==> config.mk <==
export PLATFORM = sky130hd
export DESIGN_NAME = gpio_dual_ctrl
export DESIGN_NICKNAME = d
export VERILOG_FILES = /design/src/rtl/gpio_pkg.sv /design/src/rtl/gpio_bank.sv /design/src/rtl/gpio_irq.sv /design/src/rtl/gpio_dual_ctrl.sv
export SDC_FILE = /design/constraint.sdc
export NUM_CORES = 1
export LEC_CHECK = 0
export BUFFER_PORTS_ARGS = -buffer_cell sky130_fd_sc_hd__buf_2
export CAP_MARGIN = 20
export CORE_MARGIN = 1.5
export CORE_UTILIZATION = 50
export CTS_CLUSTER_SIZE = 25
export DETAILED_ROUTE_END_ITERATION = 6
export PLACE_DENSITY = 0.76
export SYNTH_ARGS = -nofsm -noshare
export SYNTH_HDL_FRONTEND = slang
export SYNTH_SLANG_ARGS = --single-unit
==> constraint.sdc <==
create_clock -name clk -period 3 [get_ports clk]
set_input_delay 0.45 -clock clk [delete_from_list [all_inputs] [get_ports clk]]
set_output_delay 0.45 -clock clk [all_outputs]
set_load 0.05 [all_outputs]
==> src/rtl/gpio_pkg.sv <==
package gpio_pkg;
  localparam int ADDR_W = 9;
  localparam int DATA_W = 32;
  localparam logic [ADDR_W-1:0] A_B1_DATA = 9'h000;
  localparam logic [ADDR_W-1:0] A_B1_DIR  = 9'h004;
  localparam logic [ADDR_W-1:0] A_B2_DATA = 9'h008;
  localparam logic [ADDR_W-1:0] A_B2_DIR  = 9'h00C;
  localparam logic [ADDR_W-1:0] A_MASTER  = 9'h11C;
  localparam logic [ADDR_W-1:0] A_STATUS  = 9'h120;
  localparam logic [ADDR_W-1:0] A_ENABLE  = 9'h128;
  localparam int MASTER_BIT = 31;
  localparam int NUM_BANKS = 2;
endpackage

==> src/rtl/gpio_bank.sv <==
module gpio_bank #(
  parameter int W = 32,
  parameter logic [31:0] OUT_RST = 32'h0,
  parameter logic [31:0] DIR_RST = 32'hFFFF_FFFF
) (
  input  logic         clk,
  input  logic         rst_n,
  input  logic         wr_out,
  input  logic         wr_dir,
  input  logic [W-1:0] wdata,
  input  logic [W-1:0] pin_in,
  output logic [W-1:0] pin_out,
  output logic [W-1:0] pin_oe,
  output logic [W-1:0] rd_data,
  output logic [W-1:0] rd_dir,
  output logic         chg
);
  localparam logic [1:0] FILLED = 2'd3;

  logic [W-1:0] out_q, dir_q, sy1_q, sy2_q, prev_q;
  logic [1:0]   fill_q;

  always_ff @(posedge clk) begin
    if (!rst_n) begin
      out_q  <= OUT_RST[W-1:0];
      dir_q  <= DIR_RST[W-1:0];
      sy1_q  <= '0;
      sy2_q  <= '0;
      prev_q <= '0;
      fill_q <= '0;
    end else begin
      if (wr_out) out_q <= wdata;
      if (wr_dir) dir_q <= wdata;
      sy1_q  <= pin_in;
      sy2_q  <= sy1_q;
      prev_q <= sy2_q;
      if (fill_q != FILLED) fill_q <= fill_q + 2'd1;
    end
  end

  // change is only meaningful once all three sample stages hold real data
  assign chg     = (fill_q == FILLED) && (|(sy2_q ^ prev_q));
  assign pin_out = out_q;
  assign pin_oe  = ~dir_q;
  assign rd_dir  = dir_q;
  assign rd_data = (dir_q & sy2_q) | (~dir_q & out_q);


  out_load_chk: assert property (@(posedge clk) disable iff (!rst_n)
    wr_out |=> pin_out == $past(wdata));

  dir_load_chk: assert property (@(posedge clk) disable iff (!rst_n)
    wr_dir |=> pin_oe == ~$past(wdata));
endmodule

==> src/rtl/gpio_irq.sv <==
module gpio_irq #(
  parameter int NB = 2
) (
  input  logic          clk,
  input  logic          rst_n,
  input  logic          wr_master,
  input  logic          wr_status,
  input  logic          wr_enable,
  input  logic          wd_msb,
  input  logic [NB-1:0] wd_lo,
  input  logic [NB-1:0] chg,
  output logic          master_q,
  output logic [NB-1:0] status_q,
  output logic [NB-1:0] enable_q,
  output logic          irq_q
);
  logic [NB-1:0] clr;

  assign clr = wr_status ? wd_lo : '0;

  always_ff @(posedge clk) begin
    if (!rst_n) begin
      master_q <= 1'b0;
      status_q <= '0;
      enable_q <= '0;
      irq_q    <= 1'b0;
    end else begin
      if (wr_master) master_q <= wd_msb;
      if (wr_enable) enable_q <= wd_lo;
      status_q <= (status_q & ~clr) | chg;
      irq_q    <= master_q && (|(status_q & enable_q));
    end
  end


  master_gate_chk: assert property (@(posedge clk) disable iff (!rst_n)
    !master_q |=> !irq_q);

  irq_source_chk: assert property (@(posedge clk) disable iff (!rst_n)
    irq_q |-> $past(|(status_q & enable_q)));

  status_set_chk: assert property (@(posedge clk) disable iff (!rst_n)
    chg[0] |=> status_q[0]);

  ack_clear_chk: assert property (@(posedge clk) disable iff (!rst_n)
    (wr_status && wd_lo[0] && !chg[0]) |=> !status_q[0]);

  status_hold_chk: assert property (@(posedge clk) disable iff (!rst_n)
    (status_q[0] && !(wr_status && wd_lo[0])) |=> status_q[0]);
endmodule

==> src/rtl/gpio_dual_ctrl.sv <==
module gpio_dual_ctrl
  import gpio_pkg::*;
#(
  parameter int          CH1_WIDTH   = 32,
  parameter int          CH2_WIDTH   = 32,
  parameter bit          DUAL        = 1'b1,
  parameter logic [31:0] CH1_OUT_RST = 32'h0,
  parameter logic [31:0] CH1_DIR_RST = 32'hFFFF_FFFF,
  parameter logic [31:0] CH2_OUT_RST = 32'h0,
  parameter logic [31:0] CH2_DIR_RST = 32'hFFFF_FFFF
) (
  input  logic                 clk,
  input  logic                 rst_n,
  input  logic                 bus_en,
  input  logic                 bus_wr,
  input  logic [ADDR_W-1:0]    bus_addr,
  input  logic [DATA_W-1:0]    bus_wdata,
  output logic [DATA_W-1:0]    bus_rdata,
  output logic [CH1_WIDTH-1:0] ch1_out,
  output logic [CH1_WIDTH-1:0] ch1_oe,
  input  logic [CH1_WIDTH-1:0] ch1_in,
  output logic [CH2_WIDTH-1:0] ch2_out,
  output logic [CH2_WIDTH-1:0] ch2_oe,
  input  logic [CH2_WIDTH-1:0] ch2_in,
  output logic                 irq
);
  localparam logic [NUM_BANKS-1:0] EN_MASK = DUAL ? 2'b11 : 2'b01;

  initial begin
    width_legal_chk: assert (CH1_WIDTH >= 1 && CH1_WIDTH <= 32 &&
                             CH2_WIDTH >= 1 && CH2_WIDTH <= 32);
  end

  logic wr;
  logic hit_b1d, hit_b1r, hit_b2d, hit_b2r, hit_m, hit_s, hit_e;
  logic [NUM_BANKS-1:0] chg;
  logic [CH1_WIDTH-1:0] b1_rd, b1_dir;
  logic [CH2_WIDTH-1:0] b2_rd, b2_dir;
  logic [DATA_W-1:0] b1_rd32, b1_dir32, b2_rd32, b2_dir32, mux;
  logic master_q, irq_q;
  logic [NUM_BANKS-1:0] status_q, enable_q;

  assign wr      = bus_en & bus_wr;
  assign hit_b1d = (bus_addr == A_B1_DATA);
  assign hit_b1r = (bus_addr == A_B1_DIR);
  assign hit_b2d = DUAL && (bus_addr == A_B2_DATA);
  assign hit_b2r = DUAL && (bus_addr == A_B2_DIR);
  assign hit_m   = (bus_addr == A_MASTER);
  assign hit_s   = (bus_addr == A_STATUS);
  assign hit_e   = (bus_addr == A_ENABLE);

  gpio_bank #(.W(CH1_WIDTH), .OUT_RST(CH1_OUT_RST), .DIR_RST(CH1_DIR_RST)) u_b1 (
    .clk(clk), .rst_n(rst_n),
    .wr_out(wr && hit_b1d), .wr_dir(wr && hit_b1r),
    .wdata(bus_wdata[CH1_WIDTH-1:0]), .pin_in(ch1_in),
    .pin_out(ch1_out), .pin_oe(ch1_oe),
    .rd_data(b1_rd), .rd_dir(b1_dir), .chg(chg[0])
  );

  generate
    if (DUAL) begin : g_b2
      gpio_bank #(.W(CH2_WIDTH), .OUT_RST(CH2_OUT_RST), .DIR_RST(CH2_DIR_RST)) u_b2 (
        .clk(clk), .rst_n(rst_n),
        .wr_out(wr && hit_b2d), .wr_dir(wr && hit_b2r),
        .wdata(bus_wdata[CH2_WIDTH-1:0]), .pin_in(ch2_in),
        .pin_out(ch2_out), .pin_oe(ch2_oe),
        .rd_data(b2_rd), .rd_dir(b2_dir), .chg(chg[1])
      );
    end else begin : g_nob2
      logic unused_b2;
      assign unused_b2 = ^ch2_in;
      assign ch2_out = '0;
      assign ch2_oe  = '0;
      assign b2_rd   = '0;
      assign b2_dir  = '0;
      assign chg[1]  = 1'b0;
    end
  endgenerate

  gpio_irq #(.NB(NUM_BANKS)) u_irq (
    .clk(clk), .rst_n(rst_n),
    .wr_master(wr && hit_m), .wr_status(wr && hit_s), .wr_enable(wr && hit_e),
    .wd_msb(bus_wdata[MASTER_BIT]), .wd_lo(bus_wdata[NUM_BANKS-1:0] & EN_MASK),
    .chg(chg), .master_q(master_q), .status_q(status_q),
    .enable_q(enable_q), .irq_q(irq_q)
  );

  always_comb begin
    b1_rd32 = '0; b1_rd32[CH1_WIDTH-1:0] = b1_rd;
    b1_dir32 = '0; b1_dir32[CH1_WIDTH-1:0] = b1_dir;
    b2_rd32 = '0; b2_rd32[CH2_WIDTH-1:0] = b2_rd;
    b2_dir32 = '0; b2_dir32[CH2_WIDTH-1:0] = b2_dir;
    mux = '0;
    if (hit_b1d) mux = b1_rd32;
    if (hit_b1r) mux = b1_dir32;
    if (hit_b2d) mux = b2_rd32;
    if (hit_b2r) mux = b2_dir32;
    if (hit_m)   mux[MASTER_BIT] = master_q;
    if (hit_s)   mux[NUM_BANKS-1:0] = status_q;
    if (hit_e)   mux[NUM_BANKS-1:0] = enable_q;
  end

  assign bus_rdata = (bus_en && !bus_wr) ? mux : '0;
  assign irq = irq_q;


  single_en_chk: assert property (@(posedge clk) disable iff (!rst_n)
    !DUAL |-> !enable_q[1]);
endmodule

======== Yosys cells after proc, flatten, opt, wreduce, memory -nomap -nowiden ========
Cells that the tools add are included.
storage, ports and cells
  register bits after elaboration ......... 330
  bits in latches ......................... 0
  RAM bits ................................ 0
  memory bits (read-only) ................. 0
  input port bits ......................... 109
  output and inout bits ................... 161
  word-level logic and storage cells ...... 68
  memories ................................ 0
operators by class
  add/subtract/negate cells ............... 2
  $mul .................................... 0
  divide/modulo/power cells ............... 0
  magnitude comparators ................... 0
  eq/ne operators ......................... 10
  shifts and indexed selects .............. 0
  multiplexer cells ....................... 9
  bitwise operators ....................... 15
  reduce and logical (&&, ||, !) cells .... 16
operators by type and width
  operator             number
  $mux 32              5
  $and 32x32->32       4
  $not 32->32          2
  $or 32x32->32        2
  $reduce_or 32->1     2
  $xor 32x32->32       2
  $eq 9x9->1 const B   3
  $eq 9x4->1 const B   2
  $logic_and 1x1->1    11
  $eq 9x3->1 const B   1
  $logic_not 9->1      1
  $mux 2               3
  $add 2x1->2 const B  2
  $and 2x2->2          2
  $eq 2x2->1 const B   2
  $ne 2x2->1 const B   2
  $not 2->2            1
  $or 2x2->2           1
  $reduce_or 2->1      1
  $and 1x1->1          1
  $logic_not 1->1      1
  $mux 1               1

======== Longest topological paths before layout ========
Gate-level depths: netlist of run 1.
  depth in word-level cells ............... 10
  mapped depth ............................ 8
  gate-level depth less buffers ........... 5

======== Hierarchy ========
Synthesis of run 1 repeated with hierarchy kept, for this count alone.
unflattened totals
  cells, all modules ...................... 1289
  area total of the unflattened synthesis .. 13066.3 um^2
by module, submodules not included
  module          instances  cells an instance  area each (um^2)  sequential area each (um^2)
  gpio_bank       2          527                5758.0            3243.1
  gpio_dual_ctrl  1          214                1336.3            0.0
  gpio_irq        1          21                 214.0             120.1

======== Least setup slack after synthesis of run 1 ========
No wires, ideal clock.
  path kind ............................... in2out
  from .................................... input port bus_addr[4]
  to ...................................... output port bus_rdata[31]
  data arrival time ....................... 2270 ps
  required time ........................... 2550 ps
  slack ................................... 280 ps
  stages .................................. 5
  path buffers ............................ 0
  cells stage by stage .................... nor3_2 > nand3_1 > a221oi_1 > a41oi_1 > o21ai_0
on the way
  longest elaborated chain between the ends .. 7
  elaborated cells on any way between the ends .. 11
  those cells by class .................... eq/ne (4); mux (6); reduce/logical (1)
ends and longest elaborated chain
  element             RTL line               text
  start: declaration  gpio_dual_ctrl.sv:16   input logic [ADDR_W-1:0] bus_addr,
  $logic_not 9->1     gpio_dual_ctrl.sv:44   assign hit_b1d = (bus_addr == A_B1_DATA);
  $mux 32             gpio_dual_ctrl.sv:94   if (hit_b1d) mux = b1_rd32;
  $mux 32             gpio_dual_ctrl.sv:95   if (hit_b1r) mux = b1_dir32;
  $mux 32             gpio_dual_ctrl.sv:96   if (hit_b2d) mux = b2_rd32;
  $mux 32             gpio_dual_ctrl.sv:97   if (hit_b2r) mux = b2_dir32;
  $mux 1 *            gpio_dual_ctrl.sv:98   if (hit_m) mux[MASTER_BIT] = master_q;
  $mux 32 *           gpio_dual_ctrl.sv:103  assign bus_rdata = (bus_en && !bus_wr) ? mux : '0;
  end: declaration    gpio_dual_ctrl.sv:18   output logic [DATA_W-1:0] bus_rdata,
Mark *: on every way between the ends. The rest lies on a longest branch, timed or not.

======== Final worst setup path of run 1 ========
  from .................................... input port bus_addr[4]
  to ...................................... output port bus_rdata[30]
on the way
  longest elaborated chain between the ends .. 6
  elaborated cells on any way between the ends .. 9
  those cells by class .................... eq/ne (3); mux (5); reduce/logical (1)
ends and longest elaborated chain
  element          RTL line
  $logic_not 9->1  gpio_dual_ctrl.sv:44
  $mux 32          gpio_dual_ctrl.sv:94
  $mux 32          gpio_dual_ctrl.sv:95
  $mux 32          gpio_dual_ctrl.sv:96
  $mux 32 *        gpio_dual_ctrl.sv:97
  $mux 32 *        gpio_dual_ctrl.sv:103
Marked as above.

==> results.ini, run 1 <==
[synthesis]
ys_top_cells_by_count = dfxtp_1, nand2_1, and2_1
synth_top_area_share_pct = 52.4
synth_fp_nets = 1455
synth_area_leader_cell = dfxtp_1
synth.most_common_cell = dfxtp_1
avgSynthCellArea_um2 = 9.37
synth_edf_count = 0
synth_area_leaders = dfxtp_1, and2_1, nand2_1
synth_seq_cells = 330
yosys_warnings = 0
async_flop_share_pct = 0
yosysSeqAreaShare_pct = 52.4
ys.flop_type = dfxtp_1
synth_cell_types = 45
synthCells = 1344
syn_area_um2 = 12600

[setup_path]
crit_slowest_cell = a211oi_4
end_kind = output port
cp.required_ns = 2.55
cpMostUsedCell = buf_2
critPathMaxFanout = 29
crit_type = in -> out
worst-path-buf-inv = 3
slowest_delay_ns = 0.31
start_kind = primary input
arrival_ns = 2.26
critPathTopFamily = buffers and inverters
crit_chain = buf_2 > nor3_2 > nand3_1 > a211oi_4 > buf_12 > a32o_1 > buf_2

[layout]
seq_area_um2 = 6610
diodes = 0
fin_area_um2 = 15500
final_nets = 1713
synthToLayoutAreaGrowth_pct = 23.2
multi_input_area_um2 = 5400
nFillCells = 2069
drive_gt1_share_pct = 23.1

[sta]
slew_headroom_pct = 60.5
tightest_slew_ns = 0.587
rsz0062_at_grt = no
setup_tns_ns = 0
holdWs_ns = 0.148
fmax_mhz = 369
period_minus_slack_ns = 2.71
final-setup-viol-count = 0
maxSlewViolCount = 0
finalClockSkew_ns = 0.0199
hold_viol_final = 0
finalCritPeriodShare_pct = 90.3

[route]
wl_per_cell_um = 20.0
vias = 10600
drtIter0Drc = 857
vias_per_cell = 5.46
drt_first_pass_iters = 5
totalWireLength_um = 39000
drc_errors = 0
final_antenna_net_count = 0

[cts]
cts_buffers = 35
cts_sinks = 330
clock_latency_ns = 0.51
h-tree-depth = 2
root_buffer = clkbuf_16
tritoncts = built
cts_hold_buf = 0
clkTransAtPathRegs_ns = 0.06
cts_setup_buffers = 0
ctsLongestPathBuffers = 3
cts_resized = 0

[power]
pwr-share-clk_pct = 46.4
p_switching_w = 0.00211
power_frac_comb_pct = 5.4
p_int_w = 0.00738
finalPower_w = 0.00950
p_per_area_nw_per_um2 = 612
worst_ir_drop_vdd_mv = 0.491
p_seq_share_pct = 48.3
swShare_pct = 22.3
leakagePower_nw = 7.48

[place]
place_area_um2 = 14300
hpwl_um = 28000
port-buffer-count = 269
routabilityCongestion = 0.969

[global_routing]
first_global_vias = 9981
grt_overflow = 0
grt_max_degree = 104
grt_usage_pct = 29.6
grt_pass1_wl_um = 59000
antenna_found_initial = 1

[floorplanning]
die_height_um = 162
die_x_um = 162
std_cell_rows = 57
dieArea_um2 = 26200
io_pins = 270
start_util_pct = 51.3
core-area_um2 = 24500

[run]
maxCapViolations = 0

[hold_path]
hold_path_class = in -> reg

[outcome]
status = completed

## area by class of cell
cell class              instances  area share [%]
clock buffers                  42            6.27
inverters                      65            1.57
clock inverters                17            1.31
repair buffers                302            10.9
well taps                     324            2.61
flip-flops and latches        330            42.6
multi-input cells             868            34.8
## metal layers
metal / vias to the layer above / share of wire (%) / GRT usage [%]
met3: 101 / 9.5 / 6.10
met2: 536 / 47 / 49.7
met1: 5019 / 40 / 37.6
met5: - / 0.033 / 0
met4: 2 / 4.2 / 11.1
li1: 4974 / - / -
## worst paths after layout
check | cells after the start | to | slack, ns | startpoint
setup / recovery | 7 | bus_rdata[30] | 0.29 | bus_addr[4]
hold / removal | 2 | u_b1.sy1_q[28] | 0.15 | ch1_in[28]
setup reg to reg | 5 | u_irq.status_q[0] | 1.23 | u_b1.sy2_q[15]
hold reg to reg | 1 | u_b1.sy2_q[26] | 0.43 | u_b1.sy1_q[26]
## power by group through the flow
stage          logic [W]  clock network [W]  registers, W
2_1_floorplan   0.000284                  0       0.00464
3_3_place_gp    0.000500                  0       0.00468
3_5_place_dp    0.000504                  0       0.00468
4_1_cts         0.000509            0.00444       0.00459
5_1_grt         0.000555            0.00462       0.00459
6_report        0.000509            0.00440       0.00459
## kinds of logic (layout without fill, tap and decap cells)
| kind of cell | after synthesis | after routing | synth area share (%) |
|---|---|---|---|
| simple gates | 522 | 522 | 20.8 |
| flops | 330 | 330 | 52.4 |
| compound gates | 244 | 244 | 14.4 |
| buf+inv | 146 | 426 | 4.81 |
| xor+xnor | 66 | 66 | 4.59 |
| mux | 34 | 34 | 2.70 |
| fa+ha+maj | 2 | 2 | 0.199 |
## cell usage in the layout, fill, tap and decap left out, types with 29 or more instances in the layout
cell and n:
o21ai_0 35, nor2_1 34, inv_1 65, clkbuf_16 35
buf_2 268, mux2i_1 34, o211ai_1 66, dfxtp_1 330
nand2_1 239, a21boi_0 54, a32o_1 29, xor2_1 64
and2_1 195, o31ai_1 31
## flip-flops by register name, indices dropped and copies added, names as in the netlist
| register | flops |
|---|---|
| g_b2.u_b2.pin_out | 32 |
| g_b2.u_b2.prev_q | 32 |
| g_b2.u_b2.rd_dir | 32 |
| g_b2.u_b2.sy1_q | 32 |
| g_b2.u_b2.sy2_q | 32 |
| u_b1.pin_out | 32 |
| u_b1.prev_q | 32 |
| u_b1.rd_dir | 32 |
| u_b1.sy1_q | 32 |
| u_b1.sy2_q | 32 |
| g_b2.u_b2.fill_q | 2 |
| u_b1.fill_q | 2 |
| u_irq.enable_q | 2 |
| u_irq.status_q | 2 |
| u_irq.irq_q | 1 |
| u_irq.master_q | 1 |
## per-stage QoR
step	std cells	setup WS, ns	util (%)
6_report	1948	0.290	63.2
5_1_grt	1948	0.223	63.2
4_1_cts	1948	0.348	63.2
3_5_place_dp	1889	0.359	58.5
3_3_place_gp	1889	0.360	58.5
2_1_floorplan	1344	0.280	-
Power figures use the tool's default switching activity.
==> run 2, diff against run 1 <==
--- a/config.mk
+++ b/config.mk
@@ -7,11 +7,13 @@
 export LEC_CHECK = 0
 export BUFFER_PORTS_ARGS = -buffer_cell sky130_fd_sc_hd__buf_2
 export CAP_MARGIN = 20
+export CORE_ASPECT_RATIO = 1.5
 export CORE_MARGIN = 1.5
 export CORE_UTILIZATION = 50
-export CTS_CLUSTER_SIZE = 25
+export CTS_CLUSTER_SIZE = 10
 export DETAILED_ROUTE_END_ITERATION = 6
 export PLACE_DENSITY = 0.76
+export SETUP_SLACK_MARGIN = 0.5
 export SYNTH_ARGS = -nofsm -noshare
 export SYNTH_HDL_FRONTEND = slang
 export SYNTH_SLANG_ARGS = --single-unit
==> run 2 against run 1 <==
Flip-flop and latch count stayed put. Core utilization is 1.1 points lower. Routed wire length decreased by 1.6%. Final area decreased by 0.30%. Final cell count down 0.46%. Sequential power barely moved. Power decreased by 5.1%. Worst hold slack lost 0.016 ns. Non-clock buffer count is 5 higher. Highest routed layer unchanged.
==> results.ini, run 2 (same netlist as run 1, synthesis figures left out) <==
[power]
swShare_pct = 22.2  ; -0.095 points
p_int_w = 0.00702  ; -5.0%
pwr-share-clk_pct = 43.4  ; -3.0 points
p_seq_share_pct = 50.9  ; +2.6 points
leakagePower_nw = 7.41  ; -0.84%
power_frac_comb_pct = 5.7  ; +0.3 points
p_per_area_nw_per_um2 = 583  ; -4.8%
worst_ir_drop_vdd_mv = 0.407  ; -17%
p_switching_w = 0.00200  ; -5.5%

[global_routing]
grt_pass1_wl_um = 57900  ; -1.9%
grt_max_degree = 124  ; +19%
antenna_found_initial = 2  ; +1
grt_overflow = 0  ; unchanged
grt_usage_pct = 29.1  ; -0.44 points
first_global_vias = 9995  ; +0.14%

[cts]
ctsLongestPathBuffers = 3  ; unchanged
h-tree-depth = 2  ; unchanged
tritoncts = built
cts_sinks = 330  ; unchanged
cts_buffers = 38  ; +8.6%
clock_latency_ns = 0.53  ; +0.02 ns
root_buffer = clkbuf_16
clkTransAtPathRegs_ns = 0.05  ; about the same

[layout]
final_common_cell = dfxtp_1
synthToLayoutAreaGrowth_pct = 22.8
seq_area_um2 = 6610  ; unchanged
final_nets = 1721  ; +0.47%
multi_input_area_um2 = 5440  ; +0.83%
nFillCells = 2153  ; +4.1%
drive_gt1_share_pct = 22.9  ; -0.17 points
final_cell_mix = dfxtp_1, buf_2, nand2_1, and2_1, o211ai_1

[floorplanning]
die_x_um = 133  ; -18%
io_pins = 270  ; unchanged
dieArea_um2 = 26200  ; about the same
std_cell_rows = 71  ; +25%
die_height_um = 197  ; +22%
start_util_pct = 50.6  ; -0.70 points
core-area_um2 = 24900  ; +1.4%

[setup_path]
start_kind = primary input
critPathTopFamily = buffers and inverters
crit_slowest_cell = or2_1
arrival_ns = 2.01  ; -0.25 ns
worst-path-buf-inv = 4  ; +1
end_kind = output port
cpMostUsedCell = buf_4
slowest_delay_ns = 0.28  ; -0.03 ns
cp.required_ns = 2.55  ; about the same
r2r_cells = 5  ; unchanged
crit_type = in -> out
critPathLaunch = bus_addr[3]
crit_chain = buf_4 > or2_1 > buf_12 > o21ai_1 > o31ai_2 > buf_4 > a32o_1 > clkbuf_4
cp.depth = 8  ; +1
timing.rr.start = g_b2.u_b2.sy2_q[20]
critPathMaxFanout = 29  ; unchanged

[sta]
slew_headroom_pct = 60.8  ; +0.32 points
finalClockSkew_ns = 0.0133  ; -0.00655 ns
maxSlewViolCount = 0  ; unchanged
tightest_slew_ns = 0.587  ; +0.000168 ns
final-setup-viol-count = 0  ; unchanged
fmax_mhz = 407  ; +10%
holdWs_ns = 0.132  ; -0.0161 ns
hold_viol_final = 0  ; unchanged
setup_tns_ns = 0  ; unchanged
rsz0062_at_grt = yes
finalCritPeriodShare_pct = 82.0  ; -8.4 points
period_minus_slack_ns = 2.46  ; -0.251 ns

[route]
drt_first_pass_iters = 5  ; unchanged
drtIter0Drc = 633  ; -26%
wl_per_cell_um = 19.8  ; -1.1%
totalWireLength_um = 38400  ; -1.6%
final_antenna_net_count = 0  ; unchanged
vias = 10400  ; -2.2%
drc_errors = 0  ; unchanged
vias_per_cell = 5.36  ; -1.7%

[hold_path]
hold_depth = 2  ; unchanged
min_from = ch1_in[30]
hold_path_class = in -> reg

[run]
maxCapViolations = 0  ; unchanged

[outcome]
status = completed

[place]
routabilityCongestion = 1.00  ; +3.7%
port-buffer-count = 269  ; unchanged
hpwl_um = 28400  ; +1.4%

[run 2: changes by cell type in the layout (fill, tap and decap cells not counted), sizes merged]
cell and change:
clkbuf +5, bufinv -4, buf -3, diode +1
inv -1, clkinvlp -3, clkinv -8
[run 2: per-stage QoR]
stage	std cells	power (W)	instance area [um2]	util, %	setup WS (ns)
2_1_floorplan	1344	0.00493	12600	-	0.617
3_3_place_gp	1897	0.00518	14400	57.7	0.427
3_5_place_dp	1897	0.00519	14400	57.7	0.393
4_1_cts	1937	0.00908	15400	61.9	0.481
5_1_grt	1938	0.00930	15500	62.2	0.451
6_report	1939	0.00901	15500	62.2	0.540
[run 2: repair_timing]
item / in CTS / in global routing
hold endpoints to repair: 0 / 0
gates resized for setup: 14 / 24
cloned: 0 / 0
hold buffers: 0 / 0
buffers inserted: 0 / 1
pin swaps: 0 / 2
setup endpoints to repair: 29 / 31
[run 2: routing by layer]
metal / up-vias / track usage (%) / share of wire [%]
li1: 4969 / - / -
met1: 4915 / 32.5 / 38
met2: 415 / 51.2 / 50
met3: 95 / 7.06 / 6.9
met4: 4 / 15.8 / 5.5
met5: - / 0 / 0.052
[run 2: worst register-to-register path, delay by kind of cell (launching register included)]
family	cells	cell delay [ns]
flip-flops	1	0.37
XOR/XNOR	1	0.20
AND/OR/NAND/NOR	3	0.67
AO/OA/AOI/OAI	1	0.26
[run 2: cell type report]
type | instances | share of cell area [%]
sequential | 330 | 42.7
multi-input combinational | 868 | 35.2
timing repair buffer | 307 | 11.5
clock buffer | 39 | 6.31
tap | 328 | 2.65
inverter | 65 | 1.58
clock inverter | 1 | 0.0566
antenna | 1 | 0.0162
[run 2: path summary, 6_finish.rpt]
check | endpoint | slack [ns]
min | u_b1.sy1_q[30] | 0.13
min reg2reg | g_b2.u_b2.sy2_q[7] | 0.43
max | bus_rdata[9] | 0.54
max reg2reg | u_irq.status_q[1] | 1.40
[run 2: power by group through the flow]
stage | clock network [W] | registers [W] | logic [W]
finish | 0.00391 | 0.00459 | 0.000518
global route | 0.00414 | 0.00459 | 0.000564
CTS | 0.00398 | 0.00459 | 0.000517
detailed placement | 0 | 0.00468 | 0.000511
global placement | 0 | 0.00468 | 0.000506
floorplan | 0 | 0.00464 | 0.000284
